==> config.mk <==
export PLATFORM = sky130hd
export DESIGN_NAME = cfg_port_bridge
export DESIGN_NICKNAME = d
export VERILOG_FILES = /design/src/rtl/cfg_port_pkg.sv /design/src/rtl/cfg_port_decode.sv /design/src/rtl/cfg_addr_latch.sv /design/src/rtl/cfg_reg_bank.sv /design/src/rtl/cfg_read_fmt.sv /design/src/rtl/cfg_port_bridge.sv
export SDC_FILE = /design/constraint.sdc
export NUM_CORES = 2
export LEC_CHECK = 0
export BUFFER_PORTS_ARGS = -buffer_cell sky130_fd_sc_hd__buf_2
export CAP_MARGIN = 30
export CORE_MARGIN = 8
export CORE_UTILIZATION = 32
export CTS_BUF_LIST = sky130_fd_sc_hd__clkbuf_2
export DETAILED_ROUTE_END_ITERATION = 8
export PLACE_DENSITY = 0.45
export SYNTH_ARGS = -nofsm -noshare
export SYNTH_HDL_FRONTEND = slang
export SYNTH_SLANG_ARGS = --single-unit
==> constraint.sdc <==
create_clock -name clk -period 3.4 [get_ports clk]
set_input_delay 0.51 -clock clk [delete_from_list [all_inputs] [get_ports clk]]
set_output_delay 0.51 -clock clk [all_outputs]
set_load 0.05 [all_outputs]
==> src/rtl/cfg_port_pkg.sv <==
// Package: shared constants and types for the configuration port bridge.
// Assumes the data window starts on a dword boundary.
package cfg_port_pkg;
    localparam int unsigned DWORD_W = 32;
    localparam int unsigned LANES   = DWORD_W / 8;
    localparam int unsigned ARM_BIT = 31;

    // Kind of I/O location a request targets.
    typedef enum logic [1:0] {
        PK_NONE  = 2'd0,
        PK_LATCH = 2'd1,
        PK_DATA  = 2'd2
    } port_kind_e;
endpackage

==> src/rtl/cfg_port_decode.sv <==
// Module: cfg_port_decode
// Classifies a request by address, derives the byte offset inside the data
// window, decides the byte lanes a write may touch from an explicit table of
// allowed size/offset pairs, and steers write bytes onto their lanes.
// Purely combinational. Assumes DATA_PORT is dword aligned.
module cfg_port_decode
    import cfg_port_pkg::*;
#(
    parameter int          IO_AW      = 16,
    parameter int unsigned LATCH_PORT = 'hCF8,
    parameter int unsigned DATA_PORT  = 'hCFC
) (
    input  logic               req_valid,
    input  logic               req_write,
    input  logic [IO_AW-1:0]   req_addr,
    input  logic [2:0]         req_size,
    input  logic [DWORD_W-1:0] req_wdata,
    output port_kind_e         kind,
    output logic [1:0]         lane_off,
    output logic [LANES-1:0]   wr_lanes,
    output logic [DWORD_W-1:0] wr_aligned,
    output logic               bad_access
);
    localparam logic [IO_AW-1:0] LATCH_A = LATCH_PORT[IO_AW-1:0];
    localparam logic [IO_AW-1:0] DATA_A  = DATA_PORT[IO_AW-1:0];

    // Purpose: classify the target location of the request.
    always_comb begin
        if (req_addr == LATCH_A)
            kind = PK_LATCH;
        else if (req_addr[IO_AW-1:2] == DATA_A[IO_AW-1:2])
            kind = PK_DATA;
        else
            kind = PK_NONE;
    end

    assign lane_off = req_addr[1:0];

    // Purpose: table of allowed size/offset pairs and the lanes each touches.
    always_comb begin
        unique case ({lane_off, req_size})
            {2'd0, 3'd1}: wr_lanes = 4'b0001;
            {2'd0, 3'd2}: wr_lanes = 4'b0011;
            {2'd0, 3'd4}: wr_lanes = 4'b1111;
            {2'd1, 3'd1}: wr_lanes = 4'b0010;
            {2'd1, 3'd2}: wr_lanes = 4'b0110;
            {2'd2, 3'd1}: wr_lanes = 4'b0100;
            {2'd2, 3'd2}: wr_lanes = 4'b1100;
            {2'd3, 3'd1}: wr_lanes = 4'b1000;
            default:      wr_lanes = 4'b0000;
        endcase
    end

    // Purpose: rotate write bytes so byte 0 lands on the starting lane.
    always_comb begin
        for (int j = 0; j < LANES; j++) begin
            logic [1:0] src;
            src = 2'(j) - lane_off;
            wr_aligned[8*j +: 8] = req_wdata[8*src +: 8];
        end
    end

    // Purpose: flag undecoded locations and reads of the write-only latch.
    always_comb begin
        bad_access = 1'b0;
        if (req_valid) begin
            if (kind == PK_NONE)
                bad_access = 1'b1;
            else if (kind == PK_LATCH && !req_write)
                bad_access = 1'b1;
        end
    end
endmodule

==> src/rtl/cfg_addr_latch.sv <==
// Module: cfg_addr_latch
// Holds the part of the index latch that affects behaviour: the write arm
// bit and the register index. Other written bits are not stored, because no
// later access depends on them. Synchronous active-low reset clears it.
module cfg_addr_latch #(
    parameter int IDX_W = 6
) (
    input  logic             clk,
    input  logic             rst_n,
    input  logic             load,
    input  logic             arm_in,
    input  logic [IDX_W-1:0] idx_in,
    output logic             arm_q,
    output logic [IDX_W-1:0] idx_q
);
    // Purpose: capture arm bit and index on a latch-port write.
    always_ff @(posedge clk) begin
        if (!rst_n) begin
            arm_q <= 1'b0;
            idx_q <= '0;
        end else if (load) begin
            arm_q <= arm_in;
            idx_q <= idx_in;
        end
    end
endmodule

==> src/rtl/cfg_reg_bank.sv <==
// Module: cfg_reg_bank
// NUM_REGS configuration dwords with per-byte write enables and an
// asynchronous read mux. Each register is one generated flop group, cleared
// by the synchronous active-low reset.
module cfg_reg_bank
    import cfg_port_pkg::*;
#(
    parameter int NUM_REGS = 64,
    parameter int IDX_W    = $clog2(NUM_REGS)
) (
    input  logic               clk,
    input  logic               rst_n,
    input  logic               wr_en,
    input  logic [IDX_W-1:0]   idx,
    input  logic [LANES-1:0]   wr_lanes,
    input  logic [DWORD_W-1:0] wr_data,
    output logic [DWORD_W-1:0] rd_word
);
    logic [DWORD_W-1:0] words [NUM_REGS];

    for (genvar r = 0; r < NUM_REGS; r++) begin : g_reg
        logic [DWORD_W-1:0] word_q;
        logic               hit;

        assign hit = wr_en && (idx == IDX_W'(r));

        // Purpose: merge enabled byte lanes into this register.
        always_ff @(posedge clk) begin
            if (!rst_n) begin
                word_q <= '0;
            end else if (hit) begin
                for (int b = 0; b < LANES; b++)
                    if (wr_lanes[b])
                        word_q[8*b +: 8] <= wr_data[8*b +: 8];
            end
        end

        assign words[r] = word_q;
    end

    assign rd_word = words[idx];
endmodule

==> src/rtl/cfg_read_fmt.sv <==
// Module: cfg_read_fmt
// Shifts and masks the selected register for a window read and registers
// the response: data, a one-cycle valid and the error flag. Undecoded reads
// return all ones. Synchronous active-low reset clears all outputs.
module cfg_read_fmt
    import cfg_port_pkg::*;
(
    input  logic               clk,
    input  logic               rst_n,
    input  logic               req_valid,
    input  logic               req_write,
    input  logic [2:0]         req_size,
    input  logic [1:0]         lane_off,
    input  logic               bad_access,
    input  logic [DWORD_W-1:0] reg_word,
    output logic [DWORD_W-1:0] rd_data,
    output logic               rd_valid,
    output logic               acc_err
);
    logic [DWORD_W-1:0] shifted;
    logic [DWORD_W-1:0] size_mask;
    logic [DWORD_W-1:0] formatted;

    // Purpose: width mask chosen by access size; other sizes pass 32 bits.
    always_comb begin
        case (req_size)
            3'd1:    size_mask = 32'h0000_00FF;
            3'd2:    size_mask = 32'h0000_FFFF;
            default: size_mask = 32'hFFFF_FFFF;
        endcase
    end

    assign shifted   = reg_word >> {lane_off, 3'b000};
    assign formatted = shifted & size_mask;

    // Purpose: register the read response and error flag.
    always_ff @(posedge clk) begin
        if (!rst_n) begin
            rd_data  <= '0;
            rd_valid <= 1'b0;
            acc_err  <= 1'b0;
        end else begin
            rd_valid <= req_valid && !req_write;
            acc_err  <= bad_access;
            if (req_valid && !req_write)
                rd_data <= bad_access ? '1 : formatted;
        end
    end
endmodule

==> src/rtl/cfg_port_bridge.sv <==
// Module: cfg_port_bridge (top)
// Index latch at LATCH_PORT plus a four-byte data window at DATA_PORT
// giving access to NUM_REGS configuration dwords. Window writes need the
// latch arm bit and an allowed size/offset pair; reads are never gated.
// Assumes one request per cycle and NUM_REGS <= 64 (index in latch 7:2).
module cfg_port_bridge
    import cfg_port_pkg::*;
#(
    parameter int          IO_AW      = 16,
    parameter int          NUM_REGS   = 64,
    parameter int unsigned LATCH_PORT = 'hCF8,
    parameter int unsigned DATA_PORT  = 'hCFC
) (
    input  logic         clk,
    input  logic         rst_n,
    input  logic         req_valid,
    input  logic         req_write,
    input  logic [15:0]  req_addr,
    input  logic [2:0]   req_size,
    input  logic [31:0]  req_wdata,
    output logic [31:0]  rd_data,
    output logic         rd_valid,
    output logic         acc_err
);
    localparam int IDX_W = $clog2(NUM_REGS);

    port_kind_e         kind;
    logic [1:0]         lane_off;
    logic [LANES-1:0]   wr_lanes;
    logic [DWORD_W-1:0] wr_aligned;
    logic               bad_access;
    logic               arm_q;
    logic [IDX_W-1:0]   idx_q;
    logic               latch_load;
    logic               bank_we;
    logic [DWORD_W-1:0] reg_word;

    cfg_port_decode #(
        .IO_AW(IO_AW), .LATCH_PORT(LATCH_PORT), .DATA_PORT(DATA_PORT)
    ) u_decode (
        .req_valid (req_valid),
        .req_write (req_write),
        .req_addr  (req_addr[IO_AW-1:0]),
        .req_size  (req_size),
        .req_wdata (req_wdata),
        .kind      (kind),
        .lane_off  (lane_off),
        .wr_lanes  (wr_lanes),
        .wr_aligned(wr_aligned),
        .bad_access(bad_access)
    );

    assign latch_load = req_valid && req_write && (kind == PK_LATCH);
    assign bank_we    = req_valid && req_write && (kind == PK_DATA) && arm_q;

    cfg_addr_latch #(.IDX_W(IDX_W)) u_latch (
        .clk    (clk),
        .rst_n  (rst_n),
        .load   (latch_load),
        .arm_in (req_wdata[ARM_BIT]),
        .idx_in (req_wdata[IDX_W+1:2]),
        .arm_q  (arm_q),
        .idx_q  (idx_q)
    );

    cfg_reg_bank #(.NUM_REGS(NUM_REGS), .IDX_W(IDX_W)) u_bank (
        .clk     (clk),
        .rst_n   (rst_n),
        .wr_en   (bank_we),
        .idx     (idx_q),
        .wr_lanes(wr_lanes),
        .wr_data (wr_aligned),
        .rd_word (reg_word)
    );

    cfg_read_fmt u_rdfmt (
        .clk       (clk),
        .rst_n     (rst_n),
        .req_valid (req_valid),
        .req_write (req_write),
        .req_size  (req_size),
        .lane_off  (lane_off),
        .bad_access(bad_access),
        .reg_word  (reg_word),
        .rd_data   (rd_data),
        .rd_valid  (rd_valid),
        .acc_err   (acc_err)
    );
endmodule

# Word-level counts from Yosys, hierarchy flattened
# Memories as Yosys holds them, arrays and structs flattened.
# Cells that the tools add are included.
# W data, S select, Z words.
[word_totals] latch_bits=0 mem_bits_ro=128 regBits=2089 memories=1 elab_cells=682 mem_bits_rw=0
[mem_list] memory="(name not given)" depth=32 word_bits=4 rd=1 rd_clocked_by_memory_dff=0 wr=0 line_no="cfg_port_decode.sv:41" source="unique case ({lane_off, req_size})"
[op_classes] bitwise_logic=2 shifts=5 n_reduce_logical=329 n_lt_le_gt_ge=1 n_mux=10 eq_ne=69 div=0 n_addsub=4 n_mul=0
[ops] op="$reduce_and A2 Y1" n=256
[ops] op="$bmux W32 S6" n=1
[ops] op="$eq A6 B6 Y1 const B" n=32
[ops] op="$shiftx A32 B6 Y8" n=4
[ops] op="$eq A6 B5 Y1 const B" n=16
[ops] op="$mux W32" n=3
[ops] op="$logic_and A1 B1 Y1" n=70
[ops] op="$pmux W32 S2" n=1
[ops] op="$eq A6 B4 Y1 const B" n=8
[ops] op="$and A32 B32 Y32" n=1
[ops] op="$shr A32 B5 Y32" n=1
[ops] op="$eq A6 B3 Y1 const B" n=4
[ops] op="$eq A16 B12 Y1 const B" n=1
[ops] op="$eq A14 B10 Y1 const B" n=1
[ops] op="$eq A6 B2 Y1 const B" n=2
[ops] op="$ge A7 B7 Y1 const B" n=1
[ops] op="$not A6 Y7" n=1
[ops] op="$eq A6 B1 Y1 const B" n=1
[ops] op="$logic_not A6 Y1" n=1
[ops] op="$mux W2" n=2
[ops] op="$sub A1 B2 Y2 const A" n=2
[ops] op="$sub A2 B2 Y2 const A" n=2
[ops] op="$eq A3 B1 Y1 const B" n=1
[ops] op="$eq A3 B2 Y1 const B" n=1
[ops] op="other kinds (5)" n=7

# Depth between registers and ports, before layout
[depth] word_depth=9 ltp_mapped=13 depth_no_buf=9

# By module
# A second synthesis with hierarchy kept.
[hier_totals] hier_cells=10359 hier_area_um2=97541.0
[by_module_without_submodules] module="cfg_reg_bank" cells_per_inst=10080 instances=1 seq_area_each_um2=40999.3 area_each_um2=94446.8
[by_module_without_submodules] module="cfg_read_fmt" cells_per_inst=182 instances=1 seq_area_each_um2=680.7 area_each_um2=1744.2
[by_module_without_submodules] module="cfg_port_decode" cells_per_inst=72 instances=1 seq_area_each_um2=0.0 area_each_um2=1064.8
[by_module_without_submodules] module="cfg_addr_latch" cells_per_inst=22 instances=1 seq_area_each_um2=140.1 area_each_um2=265.3
[by_module_without_submodules] module="cfg_port_bridge" cells_per_inst=3 instances=1 seq_area_each_um2=0.0 area_each_um2=20.0

# Worst setup path before layout
# OpenSTA, ideal clock, no wires.
[synth_path] kind="in2reg" start="input port req_addr[0]" end="register u_bank.g_reg[0].word_q[4]" path_stages=12 arrival_time_ns=3.355 n_path_buf=6 path_slack_ns=-0.070 setup_time_ns=0.115 required_ns=3.285 path_cell_list="buf_4 -> inv_2 -> clkbuf_1 -> clkbuf_1 -> ha_1 -> clkbuf_1 -> buf_1 -> mux2_2 -> o21ai_1 -> clkbuf_1 -> o21ai_0 -> and2_1"
[synth_via] elab_chain_cells=7 elab_cells_between_ends=10 classes_between="add/sub (1); eq/ne (2); shift (1); mux (1); reduce/logical (4); memory (1)"
[synth_lines] element="start, declared" line_no="cfg_port_bridge.sv:18" source="input logic [15:0] req_addr,"
[synth_lines] element="branches (longest 7 deep; another with $sub A1 B2 Y2)"
[synth_lines] element="end signal, assigned by index" line_no="cfg_reg_bank.sv:34" source="word_q[8*b +: 8] <= wr_data[8*b +: 8];"
[synth_lines] element="end, declared" line_no="cfg_reg_bank.sv:22" source="logic [DWORD_W-1:0] word_q;"
# Several ways; the timed one is not identified.
# A chain may end at the register's enable or synchronous reset.

# Final worst setup path
[layout_path] start="input port req_addr[1]" end="register u_bank.g_reg[33].word_q[19]"
[layout_via] elab_chain_cells=7 elab_cells_between_ends=10 classes_between="add/sub (1); eq/ne (2); shift (1); mux (1); reduce/logical (4); memory (1)"
[layout_lines] element="branches (longest 7 deep; another with $sub A2 B2 Y2)"
[layout_lines] element="end signal, assigned by index" line_no="cfg_reg_bank.sv:34"
[layout_lines] element="end, declared" line_no="cfg_reg_bank.sv:22"
# Several ways; the timed one is not identified.

==> metrics.md <==
| Metric | Value |
|---|---|
| Grt ovf | 0 |
| Number of primary I/O pins | 89 |
| Inserted Clock Buffers | 607 |
| Total power consumption of the routed design | 46.7 mW |
| Overall die width | 568 um |
| Power per standard cell area | 411 mW/mm^2 |
| Post-DR vias/cell | 5.14 |
| Worst Path Required | 5330 ps |
| Critical path launch point type | input port |
| Mux cell area share after synthesis | 13.4% |
| Count of flip-flops with a built-in enable after synthesis | 0 |
| Number of antenna-violating nets in the routed design | 0 |
| Synth cell count leaders | sky130_fd_sc_hd__nand2_1, sky130_fd_sc_hd__dfxtp_1, sky130_fd_sc_hd__o21ai_0 |
| F_max | 292 MHz |
| Routed wire length | 377 mm |
| Compound-Gate Fraction of Synth Area | 16.3% |
| Worst Hold Slack | 57.0 ps |
| Number of placement rows | 203 |
| Worst EP arrival | 5350 ps |
| Worst slew margin | 25.7% |
| Chip height | 568 um |
| Largest stage delay on the critical path | 800 ps |
| Synthesized netlist net count | 11200 |
| Met1 layer wirelength in the final routing | 160 mm |
| Maximum number of pins on one net before global-route repair | 233 |
| Routability congestion estimate | 0.905 |
| Wire length on met2 | 174 mm |
| Cell class contributing the biggest share of worst-path delay | buffers and inverters |
| Flip-flop and latch count after synthesis | 2089 |
| Area share of the leading cell type in the synthesized netlist | 42.8% |
| Max FO, Critical Path | 64 |
| Share of synthesized cell area in full adder, half adder and majority cells | 0.0513% |
| Cell type of the slowest stage on the worst timing path | sky130_fd_sc_hd__dlygate4sd3_1 |
| Min-Delay Path Class | in -> reg |
| Max H-tree Level | 6 |
| Clock insertion delay at the later pin of the skew report | 2130 ps |
| Fraction of the yosys area taken by sequential cells | 42.8% |
| Chain of cells forming the critical path | dlygate4sd3_1, buf_2, dlygate4sd3_1, inv_2, ha_1, buf_12, mux4_4, dlygate4sd3_1, buf_4, nand2_1, dlygate4sd3_1, a21boi_0 |
| Asr flop ratio synth | 0% |
| Combinational family with the most area after synthesis | simple AND/OR/NAND/NOR gates |
| Predominant post-synthesis flop cell | sky130_fd_sc_hd__dfxtp_1 |
| Final Instance Area | 0.114 sq mm |
| DRC violation total after the first TritonRoute iteration | 6525 |
| Biggest area consumer among synthesized cells | sky130_fd_sc_hd__dfxtp_1 |
| Synthesized netlist cell count | 11200 |
| Remaining DRCs | 0 |
| Final critical delay including setup and external delays | 3420 ps |
| Netlist area before placement | 0.0976 sq mm |
| Starting density of the core | 32.0% |
| TritonCTS clock tree | yes |
| IO Port Bufs | 88 |
| Total routing usage reported by global routing | 22.5% |
| DR pass1 iterations | 6 |
| Layout overhead on the synthesized area | 16.5% |
| Outcome | complete, but fails checks |
| Number of global-route vias before repair | 82600 |
| Final setup fails | 2 |
| Min setup slack post-route | -21.7 ps |
| Net count reported at finish | 11900 |
| Failing checks | setup timing |
| CP Capture Type | register |
| Fillers | 31100 |
| Share of the clock period used by the worst path | 101% |
| Sink count of the clock tree | 2089 |
| Die footprint | 0.323 sq mm |
| Leading post-synthesis cells by cell area | sky130_fd_sc_hd__dfxtp_1, sky130_fd_sc_hd__nand2_1, sky130_fd_sc_hd__mux4_2, sky130_fd_sc_hd__a21boi_0, sky130_fd_sc_hd__and2_1 |
| Mean cell area of the mapped netlist | 8.74 sq um |
| Number of hold violations in the final report | 0 |
| Floorplan core area | 0.305 sq mm |
| Max-cap check violation count | 0 |
| Drt wl/cell | 23.2 um |
| Root cell of the clock tree | sky130_fd_sc_hd__clkbuf_2 |
| Worst Path Buf+Inv | 8 |
| Fraction of layout instances using a drive strength above 1 | 20.1% |
| Area share of and/or/nand/nor cells after synthesis | 23.5% |
| CP dominant cell by count | sky130_fd_sc_hd__dlygate4sd3_1 |
| Peak VDD IR | 0.266 mV |
| Global-route wire length before repair | 555 mm |
| Maximum count of clock buffers along a single path | 4 |
| Via Count | 83500 |
| Skew final | 248 ps |
| Synth Warn # | 0 |
| Area used by multi-input combinational logic | 0.0525 sq mm |
| Uppermost layer routed | met5 |
| Slew at the pin closest to its max-slew limit | 1120 ps |
| Static power due to leakage | 39.3 nW |
| Placed Area | 0.106 sq mm |
| Footprint of the flip-flops and latches | 0.0420 sq mm |
| Most common cell in the synthesized netlist | sky130_fd_sc_hd__nand2_1 |
| Length of routed met3 wiring | 21.2 mm |
| Number of max-slew violations in the final report | 0 |
| Clock input transition at the sequential cells of the worst setup and hold paths | 110 ps |
| Synthesized-area fraction occupied by xor and xnor cells | 0% |
| Initial antenna violation count | 11 |
| Startpoint-to-endpoint class of the critical path | in -> reg |
| Detailed Place HPWL | 251 mm |
| Number of distinct standard cells referenced by the synthesized netlist | 76 |
layout make-up:
class / count / share of cell area (%)
multi-input cells: 8216 / 46.2
flip-flops and latches: 2089 / 36.9
repair buffers: 876 / 7.63
well taps: 3997 / 4.40
clock buffers: 893 / 3.93
clock inverters: 172 / 0.908
inverters: 12 / 0.0418
diodes: 9 / 0.0198
state kept, by name, summed over array words and instances (netlist names):
signal / flops
u_rdfmt.acc_err: 1
u_rdfmt.rd_valid: 1
u_latch.idx_q: 6
u_latch.arm_q: 1
u_rdfmt.rd_data: 32
u_bank.g.word_q: 2048
layer usage:
layer | GRT usage, % | vias up
met5 | 0 | -
met4 | 11.9 | 12
met3 | 3.73 | 788
met2 | 36.7 | 2612
met1 | 28.5 | 40500
li1 | - | 39600
worst register-to-register path: cells and delay by family, from the launching register on:
kind,cells,cell delay [ps]
flops,1,680
simple gates,2,700
compound gates,5,1150
buf+inv,3,690
power by group:
| part | internal (mW) | switching (mW) | leakage, nW | total (mW) |
|---|---|---|---|---|
| sequential | 24.5 | 0.0923 | 16.8 | 24.6 |
| clock | 7.45 | 11.8 | 4.19 | 19.3 |
| combinational | 0.845 | 2.04 | 18.3 | 2.88 |
| total | 32.8 | 14.0 | 39.3 | 46.7 |
timing repair:
action	CTS	global route
hold buffers	155	7
pin swaps	1	4
setup endpoints to repair	58	176
endpoints found under the hold margin	2089	1822
cloned	0	1
setup buffers	6	15
resized for setup	173	15
worst paths after layout:
path,from,endpoint,slack [ps],depth (start not counted)
worst min-delay path,req_addr[15],u_rdfmt.rd_data[11],60,8
worst min register to register,u_bank.g_reg[24].word_q[18],u_bank.g_reg[24].word_q[18],450,2
worst max-delay path,req_addr[1],u_bank.g_reg[33].word_q[19],-20,12
worst max register to register,u_latch.idx_q[2],u_rdfmt.rd_data[5],-20,10
cells in the final DEF, fill, tap and decap left out, drive strengths merged, types with 11 or more instances in the layout:
master          n
dfxtp        2089
clkinv        141
clkbuf        894
mux2           52
or2            23
a211oi         11
and3           14
nor2b          18
mux4          427
o22ai          51
o21ai        1097
nor2          246
o211ai         30
nor3           16
buf           725
mux2i         288
nand4          73
a21boi       1024
a221oi         39
and2         1031
nand3          48
o221a          11
o221ai         18
inv            35
a21oi          67
nand2        3412
a22oi          89
a22o           15
nor4           16
nand2b         19
dlygate4sd3   148
or3            12
logic make-up (layout without fill, tap and decap cells):
family | count (synthesis) | after routing
AO/OA/AOI/OAI | 2496 | 2496
buffers and inverters | 866 | 1953
other | 0 | 9
adder cells (fa/ha/maj) | 4 | 4
AND/OR/NAND/NOR | 4948 | 4949
flip-flops | 2089 | 2089
multiplexers | 767 | 767
stage by stage:
step                instances  worst slack [ps]  util (%)  TNS [ps]
detailed placement      15000              -179      34.7     -3310
CTS                     16200              -170      37.2     -2380
global route            16300            -0.197      37.3    -0.197
global placement        15000              -211      34.7     -5720
floorplan               11200               105         -         0
finish                  16300             -21.7      37.3     -40.0
Power figures use the tool's default switching activity.
